**src/rtl/woc_pkg.sv**
```systemverilog
package woc_pkg;
   typedef enum logic [2:0] {
      CMD_NONE,
      CMD_SAVE,
      CMD_RESTORE,
      CMD_FLUSH,
      CMD_SAVED,
      CMD_RESTORED
   } woc_cmd_e;

   localparam int TT_W  = 9;
   localparam int WS_W  = 6;
   localparam logic [TT_W-1:0] TT_SPILL_BASE = 9'h080;
   localparam logic [TT_W-1:0] TT_FILL_BASE  = 9'h0C0;
   localparam logic [TT_W-1:0] TT_OTHER_FLAG = 9'h020;
   localparam logic [TT_W-1:0] TT_CLEAN      = 9'h024;
endpackage

```
**src/rtl/woc_cmd_sel.sv**
```systemverilog
module woc_cmd_sel
   import woc_pkg::*;
(
   input  logic     save_i,
   input  logic     restore_i,
   input  logic     flushw_i,
   input  logic     saved_i,
   input  logic     restored_i,
   output woc_cmd_e cmd_o
);
   always_comb begin
      if (save_i)          cmd_o = CMD_SAVE;
      else if (restore_i)  cmd_o = CMD_RESTORE;
      else if (flushw_i)   cmd_o = CMD_FLUSH;
      else if (saved_i)    cmd_o = CMD_SAVED;
      else if (restored_i) cmd_o = CMD_RESTORED;
      else                 cmd_o = CMD_NONE;
   end
endmodule

```
**src/rtl/woc_trap_code.sv**
```systemverilog
module woc_trap_code
   import woc_pkg::*;
(
   input  logic            is_fill_i,
   input  logic            other_pend_i,
   input  logic [WS_W-1:0] wstate_i,
   output logic [TT_W-1:0] tt_o
);
   logic [TT_W-1:0] base;
   logic [TT_W-1:0] sel;

   always_comb begin
      base = is_fill_i ? TT_FILL_BASE : TT_SPILL_BASE;
      if (other_pend_i)
         sel = TT_OTHER_FLAG | {4'b0000, wstate_i[5:3], 2'b00};
      else
         sel = {4'b0000, wstate_i[2:0], 2'b00};
      tt_o = base | sel;
   end
endmodule

```
**src/rtl/woc_wrap_step.sv**
```systemverilog
module woc_wrap_step #(
   parameter int NWIN = 8,
   parameter int CW   = $clog2(NWIN)
) (
   input  logic [CW-1:0] val_i,
   input  logic          up_i,
   output logic [CW-1:0] val_o
);
   localparam logic [CW-1:0] ONE  = CW'(1);
   localparam logic [CW-1:0] MAXV = CW'(NWIN - 1);
   localparam bit POW2 = ((NWIN & (NWIN - 1)) == 0);

   generate
      if (POW2) begin : g_pow2
         always_comb val_o = up_i ? val_i + ONE : val_i - ONE;
      end else begin : g_cmp
         always_comb begin
            if (up_i) val_o = (val_i == MAXV) ? '0 : val_i + ONE;
            else      val_o = (val_i == '0) ? MAXV : val_i - ONE;
         end
      end
   endgenerate
endmodule

```
**src/rtl/win_occ_unit.sv**
```systemverilog
module win_occ_unit
   import woc_pkg::*;
#(
   parameter int NWIN = 8,
   parameter int CW   = $clog2(NWIN)
) (
   input  logic            clk,
   input  logic            rst_n,
   input  logic            save_i,
   input  logic            restore_i,
   input  logic            flushw_i,
   input  logic            saved_i,
   input  logic            restored_i,
   input  logic            ld_i,
   input  logic [CW-1:0]   ld_cansave_i,
   input  logic [CW-1:0]   ld_canrestore_i,
   input  logic [CW-1:0]   ld_otherwin_i,
   input  logic [CW-1:0]   ld_cleanwin_i,
   input  logic [CW-1:0]   ld_cwp_i,
   input  logic [WS_W-1:0] ld_wstate_i,
   output logic [CW-1:0]   cansave_o,
   output logic [CW-1:0]   canrestore_o,
   output logic [CW-1:0]   otherwin_o,
   output logic [CW-1:0]   cleanwin_o,
   output logic [CW-1:0]   cwp_o,
   output logic [WS_W-1:0] wstate_o,
   output logic            trap_valid_o,
   output logic [TT_W-1:0] trap_type_o
);
   localparam logic [CW-1:0] ONE     = CW'(1);
   localparam logic [CW-1:0] CS_RST  = CW'(NWIN - 2);
   localparam logic [CW-1:0] CLN_MAX = CW'(NWIN - 1);

   generate
      if (NWIN < 3 || NWIN > 32) begin : g_bad_nwin
         $error("win_occ_unit: NWIN must be in 3..32");
      end
      if (CW != $clog2(NWIN)) begin : g_bad_cw
         $error("win_occ_unit: CW must equal clog2(NWIN)");
      end
   endgenerate

   logic [CW-1:0]   cs_q, cr_q, ow_q, cl_q, cwp_q;
   logic [CW-1:0]   cs_n, cr_n, ow_n, cl_n, cwp_n;
   logic [WS_W-1:0] ws_q, ws_n;
   logic            tv_q, tv_n;
   logic [TT_W-1:0] tt_q, tt_n;
   logic [CW-1:0]   cwp_step;
   logic [TT_W-1:0] sf_code;
   woc_cmd_e        cmd;

   woc_cmd_sel u_sel (
      .save_i     (save_i),
      .restore_i  (restore_i),
      .flushw_i   (flushw_i),
      .saved_i    (saved_i),
      .restored_i (restored_i),
      .cmd_o      (cmd)
   );

   woc_wrap_step #(.NWIN(NWIN), .CW(CW)) u_step (
      .val_i (cwp_q),
      .up_i  (cmd == CMD_RESTORE),
      .val_o (cwp_step)
   );

   woc_trap_code u_code (
      .is_fill_i    (cmd == CMD_RESTORE),
      .other_pend_i (ow_q != '0),
      .wstate_i     (ws_q),
      .tt_o         (sf_code)
   );

   always_comb begin
      cs_n  = cs_q;
      cr_n  = cr_q;
      ow_n  = ow_q;
      cl_n  = cl_q;
      cwp_n = cwp_q;
      ws_n  = ws_q;
      tv_n  = 1'b0;
      tt_n  = '0;
      if (ld_i) begin
         cs_n  = ld_cansave_i;
         cr_n  = ld_canrestore_i;
         ow_n  = ld_otherwin_i;
         cl_n  = ld_cleanwin_i;
         cwp_n = ld_cwp_i;
         ws_n  = ld_wstate_i;
      end else begin
         unique case (cmd)
            CMD_SAVE: begin
               if (cs_q == '0) begin
                  tv_n = 1'b1;
                  tt_n = sf_code;
               end else if (cl_q == cr_q) begin
                  tv_n = 1'b1;
                  tt_n = TT_CLEAN;
               end else begin
                  cs_n  = cs_q - ONE;
                  cr_n  = cr_q + ONE;
                  cwp_n = cwp_step;
               end
            end
            CMD_RESTORE: begin
               if (cr_q == '0) begin
                  tv_n = 1'b1;
                  tt_n = sf_code;
               end else begin
                  cs_n  = cs_q + ONE;
                  cr_n  = cr_q - ONE;
                  cwp_n = cwp_step;
               end
            end
            CMD_FLUSH: begin
               if (cs_q != CS_RST) begin
                  tv_n = 1'b1;
                  tt_n = sf_code;
               end
            end
            CMD_SAVED: begin
               cs_n = cs_q + ONE;
               if (ow_q != '0) ow_n = ow_q - ONE;
               else            cr_n = cr_q - ONE;
            end
            CMD_RESTORED: begin
               cr_n = cr_q + ONE;
               if (cl_q < CLN_MAX) cl_n = cl_q + ONE;
               if (ow_q != '0) ow_n = ow_q - ONE;
               else            cs_n = cs_q - ONE;
            end
            default: ;
         endcase
      end
   end

   always_ff @(posedge clk or negedge rst_n) begin
      if (!rst_n) begin
         cs_q  <= CS_RST;
         cr_q  <= '0;
         ow_q  <= '0;
         cl_q  <= CLN_MAX;
         cwp_q <= '0;
         ws_q  <= '0;
         tv_q  <= 1'b0;
         tt_q  <= '0;
      end else begin
         cs_q  <= cs_n;
         cr_q  <= cr_n;
         ow_q  <= ow_n;
         cl_q  <= cl_n;
         cwp_q <= cwp_n;
         ws_q  <= ws_n;
         tv_q  <= tv_n;
         tt_q  <= tt_n;
      end
   end

   assign cansave_o    = cs_q;
   assign canrestore_o = cr_q;
   assign otherwin_o   = ow_q;
   assign cleanwin_o   = cl_q;
   assign cwp_o        = cwp_q;
   assign wstate_o     = ws_q;
   assign trap_valid_o = tv_q;
   assign trap_type_o  = tt_q;
endmodule

```
**config.mk**
```make
export PLATFORM = sky130hd
export DESIGN_NAME = win_occ_unit
export DESIGN_NICKNAME = d
export VERILOG_FILES = /design/src/rtl/woc_pkg.sv /design/src/rtl/woc_cmd_sel.sv /design/src/rtl/woc_trap_code.sv /design/src/rtl/woc_wrap_step.sv /design/src/rtl/win_occ_unit.sv
export SDC_FILE = /design/constraint.sdc
export NUM_CORES = 1
export LEC_CHECK = 0
export ABC_CLOCK_PERIOD_IN_PS = 1800
export BUFFER_PORTS_ARGS = -buffer_cell sky130_fd_sc_hd__buf_2
export CORE_MARGIN = 1.5
export CORE_UTILIZATION = 44
export DETAILED_ROUTE_END_ITERATION = 8
export PLACE_DENSITY = 0.76
export SYNTH_ARGS = -nofsm -noshare
export SYNTH_HDL_FRONTEND = slang
export SYNTH_SLANG_ARGS = --single-unit
```
**constraint.sdc**
```tcl
create_clock -name clk -period 1.8 [get_ports clk]
set_clock_uncertainty 0.2 [all_clocks]
set_input_delay 0.09 -clock clk [delete_from_list [all_inputs] [get_ports clk]]
set_output_delay 0.09 -clock clk [all_outputs]
set_load 0.005 [all_outputs]
```
==> impl_metrics.env <==
export IMPL_cellPowerDensity_nw_per_um2=969
export IMPL_cts_tree="built"
export IMPL_p_leak_uw=0.00124
export IMPL_die_w_um=62.8
export IMPL_start_util_pct=46.5
export IMPL_gp_congestion=0.812
export IMPL_r2r_setup_slack_ps=-230
export IMPL_core_rowCount=21
export IMPL_clock_path_buffers=2
export IMPL_dp_hpwl_um=2860
export IMPL_relSlewSlack_pct=57.3
export IMPL_maxCapViolations=0
export IMPL_synth_simple_area_share_pct=13.2
export IMPL_regArea_um2=709
export IMPL_synthMostInstantiatedCell="dfrtp_1"
export IMPL_area_delta_synth_final_pct=61.6
export IMPL_die_area_um2=3950
export IMPL_yosys_top_cells_count="dfrtp_1, nand2_1, xnor2_1"
export IMPL_dp_cells=277
export IMPL_layout_drive_gt1_share_pct=49.4
export IMPL_grt_pass1_vias=1581
export IMPL_clkSlewWorstSetupHoldPaths_ps=140
export IMPL_synth_ff_type="dfrtp_1"
export IMPL_synth_top_family_by_area="simple AND/OR/NAND/NOR gates"
export IMPL_grt_max_degree=29
export IMPL_worstMarginPinSlew_ps=641
export IMPL_synth_compound_area_share_pct=11.5
export IMPL_htreeDepth=1
export IMPL_stdcell_count=311
export IMPL_via_per_inst=4.85
export IMPL_p_sw_share_pct=34.6
export IMPL_synth_edf_count=0
export IMPL_final_max_slew_viol_count=0
export IMPL_remaining_drc_errors=0
export IMPL_diodes=0
export IMPL_routedWlPerCell_um=14.0
export IMPL_cp_arrival_ps=2060
export IMPL_min_period_ps=2030
export IMPL_gr_total_overflow=0
export IMPL_cts_root_buf="clkbuf_4"
export IMPL_routed_wl_um=4340
export IMPL_synth_mux_area_share_pct=13.1
export IMPL_setup_slack_ps=-227
export IMPL_synth_avg_cell_area_um2=10.4
export IMPL_startpoint_type="flop"
export IMPL_yosysTopAreaCellShare_pct=36.5
export IMPL_grt_usage_pct=23.9
export IMPL_grt_setup_unrepaired="yes"
export IMPL_antenna_found_initial=0
export IMPL_synth_xor_area_share_pct=6.12
export IMPL_ys_warn_count=0
export IMPL_switching_power_uw=854
export IMPL_netlist_instances=151
export IMPL_synthTopCellsByArea="dfrtp_1, dfstp_2, mux2_2"
export IMPL_final_nets=301
export IMPL_port_buffers=56
export IMPL_critPathRequiredTime_ps=1840
export IMPL_core_um2=3390
export IMPL_p_seq_share_pct=37.9
export IMPL_cts_sinks=28
export IMPL_clock_power_share_pct=11.0
export IMPL_syn_area_um2=1580
export IMPL_finalHoldViolCount=0
export IMPL_combPwrFrac_pct=51.2
export IMPL_crit_fanout=3
export IMPL_ys_seq_area_share_pct=44.9
export IMPL_synth_adder_area_share_pct=6.20
export IMPL_antenna_left=0
export IMPL_violations="negative setup slack"
export IMPL_n_fill_cell=235
export IMPL_clock_latency_ps=330
export IMPL_fmax_mhz=493
export IMPL_synthArstFlopShare_pct=100
export IMPL_cts_buffers=3
export IMPL_critPathKind="flop to flop"
export IMPL_drtIter0Drc=56
export IMPL_die_y_um=62.8
export IMPL_synth_cell_type_count=36
export IMPL_worstSetupEndpointType="flop"
export IMPL_setup_violations=13
export IMPL_p_int_uw=1610
export IMPL_status="finished, violations left"
export IMPL_vdd_drop_max_mv=0.607
export IMPL_fin_crit_sh_pct=113
export IMPL_multi_input_area_um2=913
export IMPL_yosysTopAreaCell="dfrtp_1"
export IMPL_finish_utilization_pct=75.1
export IMPL_num_vias=1508
export IMPL_synth_ff_latch_count=28
export IMPL_grt_pass1_wl_um=7300
export IMPL_io_pins=60
export IMPL_hp_class="input port to async pin"
export IMPL_drt_pass1_iter_count=4
critical path: stages, from the launching register on:
cell,delay (ps)
dfstp_2,580
nor3_2,50
a22o_1,200
o31a_1,340
a31oi_4,230
mux2_4,320
per-stage QoR:
step                      cell area [um2]  power [uW]  TNS, ps  hold slack (ps)  setup slack, ps
final                                2550        2470    -1470             85.2             -227
after global routing                 2550        2630    -2640              129             -262
after CTS                            2510        2380    -1440              110             -208
after detailed placement             2110        1940    -1340            -58.6             -201
after global placement               2110        1910     -983            -62.7             -151
after floorplan                      1590        1480     -735             -406             -180
layout by cell type (no fill, tap or decap), types with 2 or more instances in the layout:
master	netlist	final
buf_2	0	56
buf_4	3	31
dlygate4sd3_1	0	27
dfrtp_1	23	21
nand2_1	13	13
xnor2_1	11	9
nor2_1	9	9
mux2_2	9	9
inv_1	9	8
a21oi_1	8	6
o21ai_0	10	6
mux2i_1	6	5
dfstp_2	5	5
o21ai_1	0	4
mux2_4	0	4
a21oi_2	1	3
conb_1	1	3
clkbuf_4	0	3
nor2b_1	3	2
nor3_2	0	2
xnor2_2	0	2
nor3_1	6	2
nand3_1	2	2
nor3_4	0	2
fa_1	3	2
ha_1	3	2
dfrtp_2	0	2
buf_6	0	2
cell type report:
| cell class | count | share of cell area [%] |
|---|---|---|
| tap | 46 | 2.26 |
| multi-input combinational | 108 | 35.9 |
| timing repair buffer | 116 | 31.6 |
| sequential | 28 | 27.9 |
| inverter | 9 | 1.33 |
| clock buffer | 4 | 1.03 |
power by group through the flow:
stage / clock network [uW] / registers (uW) / logic, uW
2_1_floorplan: 0 / 942 / 536
3_3_place_gp: 0 / 911 / 996
3_5_place_dp: 0 / 915 / 1030
4_1_cts: 270 / 928 / 1190
5_1_grt: 299 / 954 / 1380
6_report: 270 / 935 / 1260
per-layer routing:
layer | part of all wire [%] | global-route usage (%)
met2 | 52 | 44.5
met5 | 0 | 0
met1 | 43 | 28.0
met3 | 3.5 | 2.16
met4 | 1.6 | 10.0
logic make-up after synthesis:
group	after synthesis
simple gates	41
compound gates	28
buf+inv	17
mux	19
fa+ha+maj	6
other cells	1
xor+xnor	11
flops	28
worst paths after layout:
check,startpoint,endpoint,cells past startpoint
worst max-delay path,cansave_o[1],canrestore_o[1],5
worst min-delay path,rst_n,wstate_o[4],2
worst max register to register,cansave_o[1],canrestore_o[1],5
worst min register to register,wstate_o[1],wstate_o[1],1
max in group asynchronous,rst_n,canrestore_o[1],2
min in group clk,restored_i,cleanwin_o[1],4
sequential cells by signal, indices dropped and copies added (netlist names):
register / cells
trap_type_o: 6
wstate_o: 6
canrestore_o: 3
cansave_o: 3
cleanwin_o: 3
cwp_o: 3
otherwin_o: 3
trap_valid_o: 1
repair_timing:
| item | 4_1_cts | 5_1_grt |
|---|---|---|
| endpoints found under the setup margin | 17 | 18 |
| endpoints found under the hold margin | 50 | 0 |
| pin swaps | 9 | 6 |
| hold buffers | 28 | 0 |
| setup buffers | 4 | 0 |
| resized for setup | 17 | 15 |
No activity file was read; power rests on OpenSTA's default activity.
